==> src/rtl/cfg_hdr_pkg.sv <==
package cfg_hdr_pkg;

    typedef enum logic [2:0] {
        ST_HUNT        = 3'd0,
        ST_LENGTH      = 3'd1,
        ST_PAD         = 3'd2,
        ST_PAYLOAD     = 3'd3,
        ST_GO          = 3'd4,
        ST_ORDER_FAULT = 3'd5
    } hdr_state_e;

endpackage

==> src/rtl/cfghdr_sync_hunt.sv <==
// Marker detector: compares the last SYNC_W-1 history bits plus the live bit.
module cfghdr_sync_hunt #(
    parameter int                SYNC_W   = 4,
    parameter logic [SYNC_W-1:0] SYNC_PAT = 4'b0010
) (
    input  logic clk,
    input  logic rst,
    input  logic en,
    input  logic din,
    output logic hit
);
    localparam int HIST_W = SYNC_W - 1;

    logic [HIST_W-1:0] hist_q;

    // History resets to all ones so a pattern starting with 0 cannot match early.
    always_ff @(posedge clk) begin
        if (rst) begin
            hist_q <= '1;
        end else if (en) begin
            hist_q <= {hist_q[HIST_W-2:0], din};
        end
    end

    assign hit = en && ({hist_q, din} == SYNC_PAT);

endmodule

==> src/rtl/cfghdr_len_track.sv <==
// Bit counter, length shift register and equality compare.
module cfghdr_len_track #(
    parameter int LEN_W = 24
) (
    input  logic clk,
    input  logic rst,
    input  logic count_en,
    input  logic shift_en,
    input  logic cmp_en,
    input  logic din,
    output logic hit
);
    localparam logic [LEN_W-1:0] CNT_MAX = '1;

    logic [LEN_W-1:0] cnt_q;
    logic [LEN_W-1:0] len_q;
    logic [LEN_W-1:0] cnt_next;

    assign cnt_next = (cnt_q == CNT_MAX) ? cnt_q : cnt_q + 1'b1;

    always_ff @(posedge clk) begin
        if (rst) begin
            cnt_q <= '0;
            len_q <= '0;
        end else begin
            if (count_en) begin
                cnt_q <= cnt_next;
            end
            if (shift_en) begin
                len_q <= {len_q[LEN_W-2:0], din};
            end
        end
    end

    // Compare against the count that includes the bit sampled on this edge.
    assign hit = cmp_en && (cnt_next == len_q);

endmodule

==> src/rtl/cfghdr_chain_out.sv <==
// Pass-through: two rising-edge stages, then a falling-edge output stage.
module cfghdr_chain_out (
    input  logic clk,
    input  logic rst,
    input  logic din,
    output logic dout
);
    logic stg1_q;
    logic stg2_q;
    logic out_q;

    always_ff @(posedge clk) begin
        if (rst) begin
            stg1_q <= 1'b1;
            stg2_q <= 1'b1;
        end else begin
            stg1_q <= din;
            stg2_q <= stg1_q;
        end
    end

    always_ff @(negedge clk) begin
        if (rst) begin
            out_q <= 1'b1;
        end else begin
            out_q <= stg2_q;
        end
    end

    assign dout = out_q;

endmodule

==> src/rtl/cfg_stream_hdr.sv <==
module cfg_stream_hdr #(
    parameter int                LEN_W    = 24,
    parameter int                SYNC_W   = 4,
    parameter logic [SYNC_W-1:0] SYNC_PAT = 4'b0010,
    parameter int                PAD_BITS = 12
) (
    input  logic cclk,
    input  logic rst,
    input  logic din,
    input  logic mem_full,
    output logic dout,
    output logic length_match,
    output logic start_ok,
    output logic order_err
);
    import cfg_hdr_pkg::*;

    localparam int FLD_MAX = (LEN_W > PAD_BITS) ? LEN_W : PAD_BITS;
    localparam int FLD_W   = $clog2(FLD_MAX + 1);
    localparam logic [FLD_W-1:0] LEN_LAST = FLD_W'(LEN_W - 1);
    localparam logic [FLD_W-1:0] PAD_LAST = FLD_W'((PAD_BITS > 0) ? PAD_BITS - 1 : 0);

    hdr_state_e       state_q, state_d;
    logic [FLD_W-1:0] fld_q, fld_d;
    logic             full_seen_q;
    logic             full_now;
    logic             sync_hit;
    logic             len_hit;
    logic             terminal;

    assign terminal = (state_q == ST_GO) || (state_q == ST_ORDER_FAULT);
    assign full_now = full_seen_q || mem_full;

    cfghdr_sync_hunt #(
        .SYNC_W   (SYNC_W),
        .SYNC_PAT (SYNC_PAT)
    ) hunt_i (
        .clk (cclk),
        .rst (rst),
        .en  (state_q == ST_HUNT),
        .din (din),
        .hit (sync_hit)
    );

    cfghdr_len_track #(
        .LEN_W (LEN_W)
    ) track_i (
        .clk      (cclk),
        .rst      (rst),
        .count_en (!terminal),
        .shift_en (state_q == ST_LENGTH),
        .cmp_en   ((state_q == ST_PAD) || (state_q == ST_PAYLOAD)),
        .din      (din),
        .hit      (len_hit)
    );

    cfghdr_chain_out chain_i (
        .clk  (cclk),
        .rst  (rst),
        .din  (din),
        .dout (dout)
    );

    // Sticky record of memory full.
    always_ff @(posedge cclk) begin
        if (rst) begin
            full_seen_q <= 1'b0;
        end else if (mem_full) begin
            full_seen_q <= 1'b1;
        end
    end

    // State register.
    always_ff @(posedge cclk) begin
        if (rst) begin
            state_q <= ST_HUNT;
            fld_q   <= '0;
        end else begin
            state_q <= state_d;
            fld_q   <= fld_d;
        end
    end

    // Next-state logic.
    always_comb begin
        state_d = state_q;
        fld_d   = fld_q;
        unique case (state_q)
            ST_HUNT: begin
                if (sync_hit) begin
                    state_d = ST_LENGTH;
                    fld_d   = '0;
                end
            end
            ST_LENGTH: begin
                if (fld_q == LEN_LAST) begin
                    fld_d   = '0;
                    state_d = (PAD_BITS == 0) ? ST_PAYLOAD : ST_PAD;
                end else begin
                    fld_d = fld_q + 1'b1;
                end
            end
            ST_PAD: begin
                if (len_hit) begin
                    state_d = full_now ? ST_GO : ST_ORDER_FAULT;
                end else if (fld_q == PAD_LAST) begin
                    state_d = ST_PAYLOAD;
                    fld_d   = '0;
                end else begin
                    fld_d = fld_q + 1'b1;
                end
            end
            ST_PAYLOAD: begin
                if (len_hit) begin
                    state_d = full_now ? ST_GO : ST_ORDER_FAULT;
                end
            end
            ST_GO, ST_ORDER_FAULT: begin
                state_d = state_q;
            end
            default: begin
                state_d = ST_HUNT;
            end
        endcase
    end

    // Outputs.
    always_comb begin
        length_match = terminal;
        start_ok     = (state_q == ST_GO);
        order_err    = (state_q == ST_ORDER_FAULT);
    end

endmodule

==> config.mk <==
export PLATFORM = sky130hd
export DESIGN_NAME = cfg_stream_hdr
export DESIGN_NICKNAME = d
export VERILOG_FILES = /design/src/rtl/cfg_hdr_pkg.sv /design/src/rtl/cfghdr_sync_hunt.sv /design/src/rtl/cfghdr_len_track.sv /design/src/rtl/cfghdr_chain_out.sv /design/src/rtl/cfg_stream_hdr.sv
export SDC_FILE = /design/constraint.sdc
export NUM_CORES = 1
export LEC_CHECK = 0
export BUFFER_PORTS_ARGS = -buffer_cell sky130_fd_sc_hd__buf_2
export CAP_MARGIN = 10
export CORE_ASPECT_RATIO = 1.5
export CORE_UTILIZATION = 40
export CTS_CLUSTER_SIZE = 25
export DETAILED_ROUTE_END_ITERATION = 7
export SYNTH_ARGS = -nofsm -noshare
export SYNTH_HDL_FRONTEND = slang
export SYNTH_SLANG_ARGS = --single-unit
==> constraint.sdc <==
create_clock -name cclk -period 3.02 [get_ports cclk]
set_input_delay 0.302 -clock cclk [delete_from_list [all_inputs] [get_ports cclk]]
set_output_delay 0.302 -clock cclk [all_outputs]
set_load 0.01 [all_outputs]
==> results.cfg, run 1 <==
[synth]
netlist_area_sq_um = 3740
synth_fa_ha_area_frac = 0.00668
synth.area.mux_share = 0.0331
ys_types = 67
avgSynthCellArea_sq_um = 8.05
synthFlopType = dfxtp_1
synth-compound-area-share = 0.172
netlist_instances = 465
synth_edf_count = 0
async_flop_share = 0
synthSimpleGateAreaFrac = 0.310
seq_area_frac_synth = 0.337
synth_top_family_by_area = simple AND/OR/NAND/NOR gates
synth_fp_nets = 471
ys_ff_latch = 63
synth-xor-area-share = 0.0936
yosys_warnings = 0

[final_layout]
fin_util = 0.502
drive_above_1_share = 0.216
final_nets = 505
fillers = 905
diodes = 0
fin_cells = 614
design_area_sq_um = 4480
area_growth_syn_to_layout_pct = 19.7

[clock_tree]
cts.sinks = 63
cts_tree = done
clk_pin_slew_ns = 0.05
cts_buffers = 9
root_buffer = clkbuf_16
clockBufferDepth = 2
htreeDepth = 3
postCtsHoldBufs = 0
clk-insertion-delay-late_ns = 0.38

[critical_path]
cp_cell_sequence = ha_1 > nand3_2 > nor3_4 > buf_4 > a2111oi_4 > mux2_2 > nor3_1 > a21oi_1 > a41o_2 > or4_1 > a21oi_1
critPathSlowestCell = or4_1
reg2reg_from = track_i.cnt_q[0]
cp.arrival_ns = 3.14
endpoint_kind = register
crit_type = reg2reg
cp-start-kind = register
crit_top_cell = a21oi_1
crit_required_ns = 3.28
worstPathMaxFanout = 6
r2r_end = fld_q[3]
cp-startpoint = track_i.cnt_q[0]
worst_r2r_path_depth = 11
endpoint = fld_q[3]
cpPeakStageDelay_ns = 0.50
reg2reg_slack_ns = 0.14

[timing]
fin_crit_ns = 2.88
rsz0062_at_grt = true
fmax_mhz = 347
setup_viol = 0
finalCritPeriodShare = 0.955
tns_ns = 0
relSlewSlack = 0.570
fin_skew_ns = 0.0498
whs_ns = 0.199
hold_viol = 0
worst_slack_ns = 0.135
drv_slew = 0
worstMarginPinSlew_ns = 0.645

[die]
coreArea_sq_um = 8930
initial_utilization = 0.419
die_x_microns = 81
die_h_microns = 121
rows = 42
die_area_sq_um = 9760
io_pins = 8

[routing]
vias = 3410
drt_wl_total_microns = 9340
drtAntennaViolNets = 0
dr.pass1.iters = 6
drc = 0
vias_per_cell = 5.55
wl_per_cell_microns = 15.2
drt_iter0_markers = 198

[place]
routabilityCongestion = 0.896
port_buffers = 7
pre_cts_slack_ns = -0.0322
dp_hpwl_microns = 6670
dp_cells = 592
place_area_sq_um = 4090

[global_routing]
grt_max_degree = 63
grt_antenna_before_repair = 0
grt_pass1_vias = 3233
grt_pass1_wl_microns = 15400
globalRouteTotalUtil = 0.209
overflow = 0

[worst_hold_path]
worstHoldPathType = in2reg

[run]
max-cap-violations = 0

[outcome]
outcome = completed

[power_and_ir_drop]
leakage_nw = 1.65
ir_drop_mv = 0.447
powerDensity_nw_per_um2 = 420
power_mw = 1.88
sequential cells by signal, indices dropped and copies added (netlist names):
register / count
chain_i.dout: 1
chain_i.stg1_q: 1
chain_i.stg2_q: 1
fld_q: 5
full_seen_q: 1
hunt_i.hist_q: 3
state_q: 3
track_i.cnt_q: 24
track_i.len_q: 24
cells in the mapped netlist, types with 3 or more instances:
library cell / count / area, sq um
nand4_2: 3 / 37.5
a211o_1: 3 / 26.3
nand2b_1: 3 / 18.8
nor3_1: 14 / 70.1
buf_2: 13 / 65.1
xnor2_1: 22 / 193
nand4_4: 3 / 63.8
mux2i_1: 9 / 90.1
nor3b_1: 4 / 30.0
or3_1: 12 / 75.1
dfxtp_1: 63 / 1260
nand4_1: 4 / 25.0
or4_1: 3 / 22.5
a21oi_1: 43 / 215
nand3_1: 21 / 105
o21ai_0: 11 / 55.1
o211ai_1: 3 / 22.5
o31ai_1: 3 / 22.5
or2_2: 4 / 25.0
and3_1: 4 / 25.0
inv_1: 5 / 18.8
and4_1: 3 / 26.3
buf_4: 4 / 30.0
nand2_1: 74 / 278
nor2b_1: 6 / 37.5
nor4_1: 6 / 37.5
nor2_1: 36 / 135
clkbuf_1: 16 / 60.1
xor2_1: 18 / 158
routing by layer:
layer / track usage / share of wire
met2: 0.359 / 0.52
met3: 0.0415 / 0.028
met4: 0.115 / 0.044
met1: 0.237 / 0.41
met5: 0 / 0
critical path, delay by kind of cell (launching register included):
kind                     cells  cell delay, ns
AO/OA/AOI/OAI                4            0.83
adder cells (fa/ha/maj)      1            0.23
flip-flops                   1            0.32
buffers and inverters        1            0.15
multiplexers                 1            0.37
AND/OR/NAND/NOR              4            0.90
logic make-up (layout without fill, tap and decap cells):
| kind of cell | after synthesis | after routing |
|---|---|---|
| multiplexers | 12 | 12 |
| AND/OR/NAND/NOR | 214 | 214 |
| buffers and inverters | 39 | 78 |
| AO/OA/AOI/OAI | 95 | 95 |
| flip-flops | 63 | 63 |
| XOR/XNOR | 40 | 40 |
| adder cells (fa/ha/maj) | 2 | 2 |
timing repair:
item / in CTS / in global routing
buffers inserted: 0 / 6
resized for setup: 1 / 14
endpoints found under the hold margin: 0 / 0
endpoints found under the setup margin: 5 / 7
pin swaps: 0 / 4
power breakdown:
part	internal [mW]	switching, mW	total, mW
Sequential	0.840	0.00501	0.845
Combinational	0.0225	0.0322	0.0547
Clock	0.618	0.364	0.982
Total	1.48	0.401	1.88
how the worst min path moves through the flow:
stage / start / end / slack [ns] / cells after the start
3_5_place_dp: chain_i.stg1_q / chain_i.stg2_q / 0.39 / 1
5_1_grt: din / chain_i.stg1_q / 0.21 / 2
3_3_place_gp: chain_i.stg1_q / chain_i.stg2_q / 0.39 / 1
4_1_cts: mem_full / full_seen_q / 0.19 / 3
2_1_floorplan: chain_i.stg1_q / chain_i.stg2_q / 0.39 / 1
6_report: mem_full / full_seen_q / 0.20 / 3
placed cells by master, fill, tap and decap left out, types with 4 or more instances in the layout:
master     count
or2_2          4
buf_2          7
a21oi_1       43
nor2b_1        6
nor4_1         6
inv_1          7
nor2_1        36
buf_4         49
or3_1         11
dfxtp_2        6
nand4_1        4
mux2i_1        9
dfxtp_1       57
o21ai_0       11
nor3b_1        4
xnor2_1       21
nor3_1        13
nand3_1       20
xor2_1        18
and3_1         4
nand2_1       74
clkbuf_16     10
final cells by class:
| cell class | count | area (sq um) | area share |
|---|---|---|---|
| Clock inverter | 6 | 26.3 | 0.00586 |
| Tap cell | 110 | 138 | 0.0307 |
| Inverter | 5 | 18.8 | 0.00419 |
| Timing Repair Buffer | 56 | 403 | 0.0899 |
| Clock buffer | 11 | 264 | 0.0589 |
| Sequential cell | 63 | 1270 | 0.283 |
| Multi-Input combinational cell | 363 | 2360 | 0.527 |
Power figures use the tool's default switching activity.
==> run 2, diff against run 1 <==
--- a/config.mk
+++ b/config.mk
@@ -5,6 +5,7 @@
 export SDC_FILE = /design/constraint.sdc
 export NUM_CORES = 1
 export LEC_CHECK = 0
+export ABC_AREA = 1
 export BUFFER_PORTS_ARGS = -buffer_cell sky130_fd_sc_hd__buf_2
 export CAP_MARGIN = 10
 export CORE_ASPECT_RATIO = 1.5
==> run 2 against run 1 <==
Effect of this change: sequential share of layout area rose by 0.55 points; synthesized area rose by 4.1%; core utilization fell by 3.5 points; global-route usage rose by 4.5 points; first-iteration DRC count rose by 19%; sequential power rose by 61%.
==> results.cfg, run 2 <==
[outcome]
outcome = completed

[global_routing]
grt_pass1_vias = 3986
overflow = 0
grt_antenna_before_repair = 0
grt_max_degree = 50
grt_pass1_wl_microns = 18800
globalRouteTotalUtil = 0.254

[die]
rows = 43
die_h_microns = 123
coreArea_sq_um = 9360
initial_utilization = 0.416
io_pins = 8
die_x_microns = 82.6
die_area_sq_um = 10200

[synth]
synth_area_leader_cell = dfxtp_1
ys_ff_latch = 63
seq_area_frac_synth = 0.323
synthTopCellsByArea = dfxtp_1 32%, nand2_1 18%, inv_1 8.8%, nor2_1 8.7%, o21ai_0 6.9%
synth_top_area_share = 0.323
yosysMostFrequentCell = nand2_1
synth.top_cells.by_count = 187 x nand2_1, 91 x inv_1, 90 x nor2_1, 63 x dfxtp_1, 54 x o21ai_0
async_flop_share = 0
netlist_area_sq_um = 3900
avgSynthCellArea_sq_um = 5.94
synthFlopType = dfxtp_1
synth_fp_nets = 662
ys_types = 29
synth_edf_count = 0
yosys_warnings = 0
netlist_instances = 656

[power_and_ir_drop]
p_comb_frac = 0.440
leakage_nw = 2.15
switching_share = 0.442
clock_power_share = 0.241
intPower_mw = 2.37
p_seq_frac = 0.320
p_switching_mw = 1.88
powerDensity_nw_per_um2 = 973
ir_drop_mv = 0.795

[final_layout]
multiInputGateArea_sq_um = 2230
final_nets = 669
fin_util = 0.467
fillers = 1053
diodes = 0
fin_cells = 780
drive_above_1_share = 0.0749
seqCellArea_sq_um = 1260
reg_top3 = track_i.cnt_q: 24 flops, track_i.len_q: 24 flops, fld_q: 5 flops
layout_common_cells = 186 x nand2_1, 92 x inv_1, 88 x nor2_1
area_growth_syn_to_layout_pct = 12.1
final_common_cell = nand2_1

[clock_tree]
cts_tree = done
htreeDepth = 3
cts.sinks = 63
root_buffer = clkbuf_16
clk-insertion-delay-late_ns = 0.38
postCtsHoldBufs = 0
cts_buffers = 9
clockBufferDepth = 2
clk_pin_slew_ns = 0.05

[critical_path]
reg2reg_slack_ns = 0.30
crit_required_ns = 3.24
cp.arrival_ns = 2.95
endpoint_kind = register
cp-start-kind = register
worstPathMaxFanout = 8
crit_type = reg2reg

[timing]
fin_skew_ns = 0.0510
fin_crit_ns = 2.72
whs_ns = 0.196
drv_slew = 0
setup_viol = 0
relSlewSlack = 0.648
rsz0062_at_grt = false
worstMarginPinSlew_ns = 0.527
fmax_mhz = 367
tns_ns = 0
finalCritPeriodShare = 0.902
hold_viol = 0

[routing]
dr.pass1.iters = 5
drt_iter0_markers = 235
wl_per_cell_microns = 15.0
vias_per_cell = 5.24
drtAntennaViolNets = 0
drt_wl_total_microns = 11700
drc = 0
vias = 4085

[place]
dp_hpwl_microns = 9030
port_buffers = 7
dp_cells = 763
routabilityCongestion = 0.950

[run]
max-cap-violations = 0

[worst_hold_path]
worstHoldPathType = in2reg
## run 2: cell families (layout without fill, tap and decap cells)
| group | after synthesis | in the layout | share of synthesized area |
|---|---|---|---|
| AOI/OAI and AO/OA | 111 | 111 | 0.145 |
| xor gates and xnor gates | 8 | 8 | 0.0180 |
| adders and majority gates | 2 | 2 | 0.00642 |
| buffers and inverters | 112 | 123 | 0.113 |
| DFF | 63 | 63 | 0.323 |
| and+or+nand+nor | 360 | 361 | 0.394 |
## run 2: layout make-up
type | instances | area share
tap | 112 | 0.0321
inverter | 91 | 0.0781
sequential | 63 | 0.288
multi-input combinational | 482 | 0.511
clock inverter | 4 | 0.00429
timing repair buffer | 15 | 0.0218
clock buffer | 13 | 0.0641
## run 2: layer usage
metal  track usage  part of all wire  routed length, microns
met1         0.275              0.40                    4730
met2         0.431              0.50                    5840
met3        0.0369             0.025                     298
met4         0.200             0.070                     822
met5             0                 0                       0
## run 2: final timing paths
| path | startpoint | end | depth (start not counted) |
|---|---|---|---|
| max | track_i.cnt_q[0] | fld_q[1] | 16 |
| min | mem_full | full_seen_q | 3 |
| min reg2reg | chain_i.stg1_q | chain_i.stg2_q | 1 |
| max reg2reg | track_i.cnt_q[0] | fld_q[1] | 16 |
## run 2: what timing repair did
| action | in CTS | in global routing |
|---|---|---|
| setup buffers | 0 | 0 |
| gates resized for setup | 0 | 4 |
| endpoints found under the setup margin | 0 | 7 |
| endpoints found under the hold margin | 0 | 0 |
## run 2: worst max-delay path: stages (launching register included)
cell and delay, ns:
dfxtp_1 0.43, ha_1 0.20, buf_4 0.15, nand3_1 0.23, nor2_4 0.23, xor2_1 0.29, a21oi_1 0.13, nor2_1 0.12
nand3_1 0.10, nor2_1 0.11, nand3_1 0.08, nor2_1 0.12, nand3_2 0.12, nand2_2 0.15, nand2_1 0.07, nand2_1 0.06
nor2_1 0.04
## run 2: power by group through the flow
stage	Sequential [mW]	Clock (mW)	Combinational (mW)
3_3_place_gp	1.37	0.00414	1.84
5_1_grt	1.39	1.08	2.15
6_report	1.36	1.02	1.87
3_5_place_dp	1.37	0.00414	1.85
2_1_floorplan	1.29	0.00414	1.40
4_1_cts	1.35	1.04	1.86
## run 2: metrics by stage
step | setup WS (ns) | area (sq um) | power, mW
detailed placement | 0.194 | 4050 | 3.22
global placement | 0.166 | 4050 | 3.21
global route | 0.00356 | 4370 | 4.62
finish | 0.296 | 4370 | 4.25
floorplan | 0.488 | 3900 | 2.69
CTS | 0.174 | 4340 | 4.25
==> run 3, diff against run 2 <==
--- a/config.mk
+++ b/config.mk
@@ -12,6 +12,7 @@
 export CORE_UTILIZATION = 40
 export CTS_CLUSTER_SIZE = 25
 export DETAILED_ROUTE_END_ITERATION = 7
+export GPL_ROUTABILITY_DRIVEN = 0
 export SYNTH_ARGS = -nofsm -noshare
 export SYNTH_HDL_FRONTEND = slang
 export SYNTH_SLANG_ARGS = --single-unit
==> constraint.sdc (replaced) <==
create_clock -name cclk -period 2.4 [get_ports cclk]
set_input_delay 0.24 -clock cclk [delete_from_list [all_inputs] [get_ports cclk]]
set_output_delay 0.24 -clock cclk [all_outputs]
set_load 0.01 [all_outputs]
==> run 3 against run 2 <==
Effect of this change: the run now ends with setup timing left; sequential share of layout area down 3.8 points; clock power up 25%; flip-flop and latch count unchanged; power up 37%; highest routed layer unchanged; count of clock-buffer cells in the layout unchanged; non-clock buffer count up 60; global-route usage about the same; via count up 6.2%; first-iteration DRC count up 24%; cell count up 7.7%; worst hold slack worse by 0.055 ns.
==> results.cfg, run 3 (synthesized netlist as in run 2, its figures left out) <==
[final_layout]
final_common_cell = nand2_1
layout_common_cells = 171 x nand2_1, 91 x inv_1, 71 x nor2_1
fin_cells = 840
drive_above_1_share = 0.224
area_growth_syn_to_layout_pct = 31.0
diodes = 0
final_nets = 729
fin_util = 0.546
reg_top3 = track_i.cnt_q: 24 flops, track_i.len_q: 24 flops, fld_q: 5 flops

[clock_tree]
clockBufferDepth = 2
cts_tree = done
clk_pin_slew_ns = 0.05
postCtsHoldBufs = 0
cts_buffers = 9
htreeDepth = 3
cts.sinks = 63
clk-insertion-delay-late_ns = 0.38
root_buffer = clkbuf_16

[routing]
drt_wl_total_microns = 12100
vias_per_cell = 5.16
drt_iter0_markers = 292
dr.pass1.iters = 7
wl_per_cell_microns = 14.4
drc = 0
vias = 4337
drtAntennaViolNets = 0

[power_and_ir_drop]
leakage_nw = 2.54
ir_drop_mv = 1.26
powerDensity_nw_per_um2 = 1140

[worst_hold_path]
worstHoldPathType = in2reg
hp-start = mem_full

[timing]
hold_viol = 0
setup_viol = 7
worst_slack_ns = -0.0770
tns_ns = -0.260
fin_skew_ns = 0.0617
fmax_mhz = 404
relSlewSlack = 0.618
drv_slew = 0
fin_crit_ns = 2.48
finalCritPeriodShare = 1.03
worstMarginPinSlew_ns = 0.569
rsz0062_at_grt = true

[die]
rows = 43
coreArea_sq_um = 9360
die_area_sq_um = 10200
io_pins = 8
die_h_microns = 123
initial_utilization = 0.416
die_x_microns = 82.6

[critical_path]
cp_cell_sequence = ha_4 > inv_2 > nor2_4 > nand2_4 > nor2_4 > nand2_4 > buf_12 > buf_4 > nand3_1 > nand2_1 > nor2_1 > nand4_1 > nor2_1 > nand4_1 > nand2_1 > nand2_2 > nand2_1 > nand2_1 > nor2_1
crit_top_cell = nand2_1
endpoint_kind = register
critPathSlowestCell = dfxtp_2
cpPeakStageDelay_ns = 0.36
cp-startpoint = track_i.cnt_q[0]
cp.arrival_ns = 2.74
cp-start-kind = register
worstPathMaxFanout = 5
reg2reg_from = track_i.cnt_q[0]
crit_type = reg2reg
crit_required_ns = 2.66

[place]
pre_cts_slack_ns = -0.0774
port_buffers = 7
dp_hpwl_microns = 8910
dp_cells = 810

[global_routing]
grt_pass1_wl_microns = 19100
grt_max_degree = 49
grt_antenna_before_repair = 0
overflow = 0
globalRouteTotalUtil = 0.254
grt_pass1_vias = 4048

[run]
max-cap-violations = 0

[outcome]
violations = setup timing
outcome = finished with violations
[run 3: cell types whose count changed in the layout (fill, tap and decap cells not counted), moves of 12 or more]
cell / previous run / this run
nor2_1: 88 / 71
buf_4: 8 / 58
nor2_2: 2 / 16
dfxtp_2: 0 / 12
nand2_2: 5 / 17
nand2_1: 186 / 171
dfxtp_1: 63 / 50
[run 3: stage by stage]
stage	total power [mW]	hold slack (ns)	instance area, sq um
finish	5.83	0.140	5110
global route	6.25	0.179	5110
CTS	5.63	0.143	4940
detailed placement	4.26	0.398	4410
global placement	4.23	0.392	4410
floorplan	3.39	0.361	3900
[run 3: area by class of cell]
| type | count | area [sq um] |
|---|---|---|
| Fill cell | 943 | 4250 |
| Clock buffer | 13 | 282 |
| Multi-Input combinational cell | 482 | 2400 |
| Sequential cell | 63 | 1280 |
| Tap cell | 112 | 140 |
| Inverter | 91 | 342 |
| Timing Repair Buffer | 75 | 647 |
| Clock inverter | 4 | 18.8 |
[run 3: per-layer routing]
metal  track usage  share of wire  up-vias
met5             0              0        -
met4         0.177          0.062        0
met3        0.0354          0.027       42
met2         0.437           0.51      105
met1         0.280           0.40     1978
li1              -              -     2212
[run 3: path summary, 6_finish.rpt]
kind | end | slack [ns] | depth (start not counted)
worst max register to register | state_q[2] | -0.08 | 19
worst max-delay path | state_q[2] | -0.08 | 19
worst min-delay path | full_seen_q | 0.14 | 3
worst min register to register | chain_i.stg2_q | 0.41 | 1
[run 3: power by group]
group / switching, mW / internal, mW
Sequential: 0.299 / 1.40
Clock: 0.468 / 0.816
Combinational: 1.77 / 1.07
Total: 2.54 / 3.29
[run 3: worst max-delay path: cells and delay by family, from the launching register on]
kind	cells	cell delay, ns
DFF	1	0.36
and+or+nand+nor	15	1.59
buffers and inverters	3	0.31
adders and majority gates	1	0.16
[run 3: what timing repair did]
item                       CTS  global route
pin swaps                   10            27
gates resized for setup     29            45
buffers inserted             6             5
setup endpoints to repair    7             8
gates cloned                 3             0
